==> src/rtl/epc_pkg.sv <==
// Shared types for the embedded operation controller.
package epc_pkg;
    typedef enum logic [2:0] {
        S_IDLE,
        S_PGM_WR,
        S_PGM_VFY,
        S_PRE_WR,
        S_PRE_VFY,
        S_ERS_PULSE,
        S_ERS_VFY,
        S_FAIL
    } seq_state_e;
endpackage

==> src/rtl/epc_timer.sv <==
// Operation time limit counter.
// Counts tick strobes while an operation runs and saturates at the limit.
// The limit depends on the operation type. Assumes limits are at least 1.
module epc_timer #(
    parameter int PGM_LIMIT = 8,
    parameter int ERS_LIMIT = 12
) (
    input  logic clk,
    input  logic rst_n,
    input  logic clr_i,
    input  logic run_i,
    input  logic erase_i,
    input  logic tick_i,
    output logic expired_o
);
    localparam int MAXL  = (PGM_LIMIT > ERS_LIMIT) ? PGM_LIMIT : ERS_LIMIT;
    localparam int CNT_W = $clog2(MAXL + 1);

    logic [CNT_W-1:0] cnt;
    logic [CNT_W-1:0] limit;

    // Pick the limit that applies to the running operation.
    always_comb limit = erase_i ? CNT_W'(ERS_LIMIT) : CNT_W'(PGM_LIMIT);

    assign expired_o = (cnt >= limit);

    // Tick counter: clear at start, count while running, hold at the limit.
    always_ff @(posedge clk) begin
        if (!rst_n || clr_i)
            cnt <= '0;
        else if (run_i && tick_i && !expired_o)
            cnt <= cnt + 1'b1;
    end
endmodule

==> src/rtl/epc_status.sv <==
// Status byte formatter.
// Builds the byte shown on data reads while busy: polling, toggle, timeout.
// Assumes DW >= 3.
module epc_status #(
    parameter int DW = 8
) (
    input  logic          clk,
    input  logic          rst_n,
    input  logic          rd_i,
    input  logic          active_i,
    input  logic          poll_i,
    input  logic          timeout_i,
    output logic [DW-1:0] status_o
);
    logic tog;

    // Toggle bit: flips on every read strobe while busy.
    always_ff @(posedge clk) begin
        if (!rst_n)
            tog <= 1'b0;
        else if (rd_i && active_i)
            tog <= ~tog;
    end

    // Assemble the status byte; low bits read zero.
    always_comb begin
        status_o       = '0;
        status_o[DW-1] = poll_i;
        status_o[DW-2] = tog;
        status_o[DW-3] = timeout_i;
    end
endmodule

==> src/rtl/epc_seq.sv <==
// Program/erase sequencer.
// Runs write-then-verify loops for programming, and a zero preprogram pass,
// erase strobe and verify scan for erase. Assumes an array whose read data
// is valid in the same cycle as the address.
module epc_seq
    import epc_pkg::*;
#(
    parameter int AW = 4,
    parameter int DW = 8
) (
    input  logic          clk,
    input  logic          rst_n,
    input  logic          start_i,
    input  logic          op_erase_i,
    input  logic [AW-1:0] addr_i,
    input  logic [DW-1:0] data_i,
    input  logic          reset_cmd_i,
    input  logic [AW-1:0] rd_addr_i,
    input  logic          expired_i,
    input  logic [DW-1:0] arr_rdata_i,
    output logic [AW-1:0] arr_addr_o,
    output logic [DW-1:0] arr_wdata_o,
    output logic          arr_we_o,
    output logic          arr_erase_o,
    output logic          clr_o,
    output logic          running_o,
    output logic          busy_o,
    output logic          failed_o,
    output logic          poll_o,
    output logic          erase_o
);
    localparam logic [AW-1:0] LAST_ADDR = {AW{1'b1}};
    localparam logic [DW-1:0] ERASED    = {DW{1'b1}};

    seq_state_e    state;
    logic [AW-1:0] tgt_addr;
    logic [DW-1:0] tgt_data;
    logic [AW-1:0] ptr;
    logic          is_erase;

    assign clr_o     = (state == S_IDLE) && start_i;
    assign running_o = (state != S_IDLE) && (state != S_FAIL);
    assign busy_o    = (state != S_IDLE);
    assign failed_o  = (state == S_FAIL);
    assign erase_o   = is_erase;
    assign poll_o    = is_erase ? 1'b0 : ~tgt_data[DW-1];

    // Array port drive for the current step.
    always_comb begin
        arr_addr_o  = rd_addr_i;
        arr_wdata_o = '0;
        arr_we_o    = 1'b0;
        arr_erase_o = 1'b0;
        case (state)
            S_PGM_WR: begin
                arr_addr_o  = tgt_addr;
                arr_wdata_o = tgt_data & arr_rdata_i;
                arr_we_o    = 1'b1;
            end
            S_PGM_VFY:   arr_addr_o = tgt_addr;
            S_PRE_WR: begin
                arr_addr_o = ptr;
                arr_we_o   = 1'b1;
            end
            S_PRE_VFY:   arr_addr_o = ptr;
            S_ERS_PULSE: arr_erase_o = 1'b1;
            S_ERS_VFY:   arr_addr_o = ptr;
            default:     ;
        endcase
    end

    // State, operands and scan pointer; timeout wins over any running step.
    always_ff @(posedge clk) begin
        if (!rst_n) begin
            state    <= S_IDLE;
            tgt_addr <= '0;
            tgt_data <= '0;
            ptr      <= '0;
            is_erase <= 1'b0;
        end else if (running_o && expired_i) begin
            state <= S_FAIL;
        end else begin
            case (state)
                S_IDLE: if (start_i) begin
                    tgt_addr <= addr_i;
                    tgt_data <= data_i;
                    is_erase <= op_erase_i;
                    ptr      <= '0;
                    state    <= op_erase_i ? S_PRE_WR : S_PGM_WR;
                end
                S_PGM_WR:  state <= S_PGM_VFY;
                S_PGM_VFY: state <= (arr_rdata_i == tgt_data) ? S_IDLE : S_PGM_WR;
                S_PRE_WR:  state <= S_PRE_VFY;
                S_PRE_VFY: begin
                    if (arr_rdata_i != '0) begin
                        state <= S_PRE_WR;
                    end else if (ptr == LAST_ADDR) begin
                        ptr   <= '0;
                        state <= S_ERS_PULSE;
                    end else begin
                        ptr   <= ptr + 1'b1;
                        state <= S_PRE_WR;
                    end
                end
                S_ERS_PULSE: begin
                    ptr   <= '0;
                    state <= S_ERS_VFY;
                end
                S_ERS_VFY: begin
                    if (arr_rdata_i != ERASED)
                        state <= S_ERS_PULSE;
                    else if (ptr == LAST_ADDR)
                        state <= S_IDLE;
                    else
                        ptr <= ptr + 1'b1;
                end
                S_FAIL:  if (reset_cmd_i) state <= S_IDLE;
                default: state <= S_IDLE;
            endcase
        end
    end
endmodule

==> src/rtl/emb_op_ctrl.sv <==
// Embedded program/erase operation controller, top level.
// Joins the sequencer, the time limit counter and the status formatter.
// Data reads return array contents in read mode and status while busy.
module emb_op_ctrl #(
    parameter int AW        = 4,
    parameter int DW        = 8,
    parameter int PGM_LIMIT = 8,
    parameter int ERS_LIMIT = 12
) (
    input  logic          clk,
    input  logic          rst_n,
    input  logic          start_i,
    input  logic          op_erase_i,
    input  logic [AW-1:0] addr_i,
    input  logic [DW-1:0] data_i,
    input  logic          reset_cmd_i,
    input  logic          tick_i,
    input  logic          rd_i,
    input  logic [AW-1:0] rd_addr_i,
    output logic [DW-1:0] rd_data_o,
    output logic          busy_o,
    output logic [AW-1:0] arr_addr_o,
    output logic [DW-1:0] arr_wdata_o,
    output logic          arr_we_o,
    output logic          arr_erase_o,
    input  logic [DW-1:0] arr_rdata_i
);
    logic          clr, running, failed, poll, is_erase, expired;
    logic [DW-1:0] status;

    epc_seq #(.AW(AW), .DW(DW)) u_seq (
        .clk(clk), .rst_n(rst_n), .start_i(start_i), .op_erase_i(op_erase_i),
        .addr_i(addr_i), .data_i(data_i), .reset_cmd_i(reset_cmd_i),
        .rd_addr_i(rd_addr_i), .expired_i(expired), .arr_rdata_i(arr_rdata_i),
        .arr_addr_o(arr_addr_o), .arr_wdata_o(arr_wdata_o), .arr_we_o(arr_we_o),
        .arr_erase_o(arr_erase_o), .clr_o(clr), .running_o(running),
        .busy_o(busy_o), .failed_o(failed), .poll_o(poll), .erase_o(is_erase)
    );

    epc_timer #(.PGM_LIMIT(PGM_LIMIT), .ERS_LIMIT(ERS_LIMIT)) u_timer (
        .clk(clk), .rst_n(rst_n), .clr_i(clr), .run_i(running),
        .erase_i(is_erase), .tick_i(tick_i), .expired_o(expired)
    );

    epc_status #(.DW(DW)) u_status (
        .clk(clk), .rst_n(rst_n), .rd_i(rd_i), .active_i(busy_o),
        .poll_i(poll), .timeout_i(failed), .status_o(status)
    );

    // Data read path: status while busy, array contents otherwise.
    assign rd_data_o = busy_o ? status : arr_rdata_i;
endmodule

==> config.mk <==
export PLATFORM = sky130hd
export DESIGN_NAME = emb_op_ctrl
export DESIGN_NICKNAME = d
export VERILOG_FILES = /design/src/rtl/epc_pkg.sv /design/src/rtl/epc_timer.sv /design/src/rtl/epc_status.sv /design/src/rtl/epc_seq.sv /design/src/rtl/emb_op_ctrl.sv
export SDC_FILE = /design/constraint.sdc
export NUM_CORES = 1
export LEC_CHECK = 0
export ABC_AREA = 1
export ABC_CLOCK_PERIOD_IN_PS = 1900
export BUFFER_PORTS_ARGS = -buffer_cell sky130_fd_sc_hd__buf_2
export CORE_UTILIZATION = 52
export DETAILED_ROUTE_END_ITERATION = 6
export HOLD_SLACK_MARGIN = 0.02
export PLACE_DENSITY_LB_ADDON = 0.15
export SETUP_SLACK_MARGIN = 0.02
export SYNTH_ARGS = -nofsm -noshare
export SYNTH_HDL_FRONTEND = slang
export SYNTH_HIERARCHICAL = 1
export SYNTH_SLANG_ARGS = --single-unit
==> constraint.sdc <==
create_clock -name clk -period 1.9 [get_ports clk]
set_input_delay 0.19 -clock clk [delete_from_list [all_inputs] [get_ports clk]]
set_output_delay 0.19 -clock clk [all_outputs]
set_load 0.01 [all_outputs]
==> flow_summary.toml <==
[synthesis]
synth_edf_count = 0
synth-async-reset-ratio_pct = 0
synth_area_leaders = "dfxtp_1 27%, nand2_1 16%, nor2_1 13%, ha_1 8.0%, inv_1 5.0%"
ys_seq_elements = 25
synthFlopType = "dfxtp_1"
syn-cell-area_mm2 = 0.00188
synth_seq_area_share_pct = 26.7
ys_warn_count = 6
avgSynthCellArea_um2 = 6.32
synth_cell_types = 30
synth_most_common_cell = "nand2_1"
syn_inst = 297
synth_common_cells = "79 x nand2_1, 63 x nor2_1, 25 x dfxtp_1, 25 x inv_1, 16 x nand3_1"
synth_top_area_share_pct = 26.7
yosys.area.top_type = "dfxtp_1"

[floorplan]
dieArea_mm2 = 0.00385
start_util_pct = 55.4
io_pins = 54
rows = 21
fp.dieH_um = 62.1
die_w_um = 62.1
coreArea_mm2 = 0.00339

[routing]
drt-total-wl_um = 4480
drtIter0Drc = 140
first_pass_iters = 4
viasPerCell = 4.93
drcViolationCount = 0
route.detailed.wl_per_inst_um = 11.4
dr_total_vias = 1936
detail-route-antenna-nets = 0

[cells_and_area]
register_area_um2 = 504
drive_gt1_share_pct = 27.1
antenna_cells = 0
n_fill_cell = 325
final_area_mm2 = 0.00218
synthToLayoutAreaGrowth_pct = 16.1
multi_input_area_mm2 = 0.00119
nets = 391

[cts]
hold_buffers = 0
cts_made_buffers = 3
cts-root-buf = "clkbuf_4"
clkTransAtPathRegs_ns = 0.14
clock_sinks = 25
clockBufferDepth = 2
insertion_delay_ns = 0.32
cts_tree = "done"
htree_num_levels = 1

[sta]
period_needed_ns = 1.78
hold_violations = 0
post-route-period-util_pct = 93.5
max_freq_mhz = 563
setup_ws_ns = 0.124
tns_ns = 0
finalSetupViolations = 0
rsz0062_at_grt = "no"
drv_slew = 0
fin_worst_skew_ns = 0.00597

[pwr]
peakVddDrop_uv = 408
comb_power_share_pct = 49.6
p_per_area_mw_per_mm2 = 856
p_sw_uw = 827
pwr-share-clk_pct = 12.9
p_int_uw = 1040
seqPwrFrac_pct = 37.5
p_leak_uw = 0.00116
switching_share_pct = 44.4

[worst_setup_path]
crit_top_cell = "nand2_1"
end_kind = "output port"
critPathMaxStageDelay_ns = 0.39
path_buf_inv = 2
critPathKind = "reg -> out"
crit_fanout = 6
cp.arrival_ns = 1.59
worstPathCellList = "nand2_1 > inv_1 > nand2_1 > nand2_2 > nor2_4 > nand2_1 > nand3_1 > buf_2"
critPathTopFamily = "simple AND/OR/NAND/NOR gates"
cp-start-kind = "flop"
critical-path-slowest-cell = "dfxtp_2"
cp.required_ns = 1.71

[min_path]
hp-class = "in -> reg"

[placed_design]
portBuffers = 53
place_area_mm2 = 0.00213
gp_congestion = 0.919
dp_slack_ns = 0.222
dpl.hpwl_um = 3450

[job]
maxCapViolCount = 0

[global_routing]
grt_pass1_wl_um = 6980
grt_max_degree = 21
gr-total-overflow = 0
grt_pass1_vias = 1650
track_usage_pct = 24.4
grt_antenna_before_repair = 0

[run_status]
outcome = "complete, no violations"
[sequential cells by signal, summed over array words and instances (netlist names)]
name            count
u_seq/erase_o       1
u_seq/ptr           4
u_status/tog        1
u_seq/tgt_data      8
u_timer/cnt         4
u_seq/tgt_addr      4
u_seq/state         3
[layer usage]
layer  GRT usage (%)  wire [um]  up-vias
met5               0          0        -
met4            7.94         42        0
met3            2.28        260        4
met2            41.3       2040       71
met1            32.5       2140      845
li1                -          -     1016
[power groups by stage]
stage                     sequential, uW  clock, uW  combinational [uW]
after floorplan                      681          0                 684
after global placement               700          0                 879
after detailed placement             703          0                 896
after CTS                            696        252                 909
after global routing                 710        266                1060
final                                699        241                 924
[final timing paths]
check	from	end	slack, ns	cells after the start
worst max register to register	u_timer/cnt[2]$_SDFFE_PP0P_	u_seq/ptr[0]$_SDFFE_PN0P_	0.20	12
worst max-delay path	u_seq/state[0]$_SDFFE_PN0P_	arr_addr_o[3]	0.12	8
worst min-delay path	addr_i[1]	u_seq/tgt_addr[1]$_SDFFE_PN0P_	0.09	3
worst min register to register	u_status/tog$_SDFFE_PN0P_	u_status/tog$_SDFFE_PN0P_	0.52	2
[what timing repair did]
action                                  4_1_cts  5_1_grt
resized for setup                             4        4
setup buffers                                 0        0
endpoints found under the setup margin        4        4
[through the flow]
step | cells | hold slack (ns) | util (%) | total power (uW)
final | 393 | 0.0853 | 64.3 | 1860
after global routing | 393 | 0.0971 | 64.3 | 2040
after CTS | 393 | 0.0756 | 63.9 | 1860
after detailed placement | 389 | 0.417 | 62.9 | 1600
after global placement | 389 | 0.411 | 62.9 | 1580
after floorplan | 301 | 0.311 | - | 1370
[layout make-up]
type | count | share of cell area, %
Tap cell | 46 | 2.64
Inverter | 35 | 6.03
Sequential cell | 25 | 23.1
Timing Repair Buffer | 54 | 12.5
Clock buffer | 4 | 1.21
Multi-Input combinational cell | 229 | 54.5
[worst register-to-register path: cells and delay by family, from the launching register on]
| kind | cells | cell delay [ns] |
|---|---|---|
| AND/OR/NAND/NOR | 7 | 0.56 |
| AO/OA/AOI/OAI | 1 | 0.14 |
| buffers and inverters | 3 | 0.24 |
| adder cells (fa/ha/maj) | 1 | 0.29 |
| flip-flops | 1 | 0.40 |
[logic make-up (layout without fill, tap and decap cells)]
family                     count (synthesis)  after routing  synth area share [%]
adders and majority gates                 12             12                  8.00
AOI/OAI and AO/OA                         24             24                  7.47
DFF                                       25             25                  26.7
other                                      1              5                 0.200
xor gates and xnor gates                   2              2                 0.934
and+or+nand+nor                          186            186                  44.9
buffers and inverters                     47             93                  11.9
[cell usage in the layout (no fill, tap or decap), types with 5 or more instances in the layout]
cell     synthesis  routed
nand2_1         79      78
nor2_1          63      61
buf_2            1      53
inv_1           25      25
dfxtp_1         25      22
nand3_1         16      16
o21ai_0         14      14
ha_1            12      12
inv_2            9       9
nor2_2           7       7
a21oi_1          7       7
nor2_4           3       5
nand2_2          4       5
nand4_1          5       5
conb_1           1       5
No activity file was read; power rests on OpenSTA's default activity.
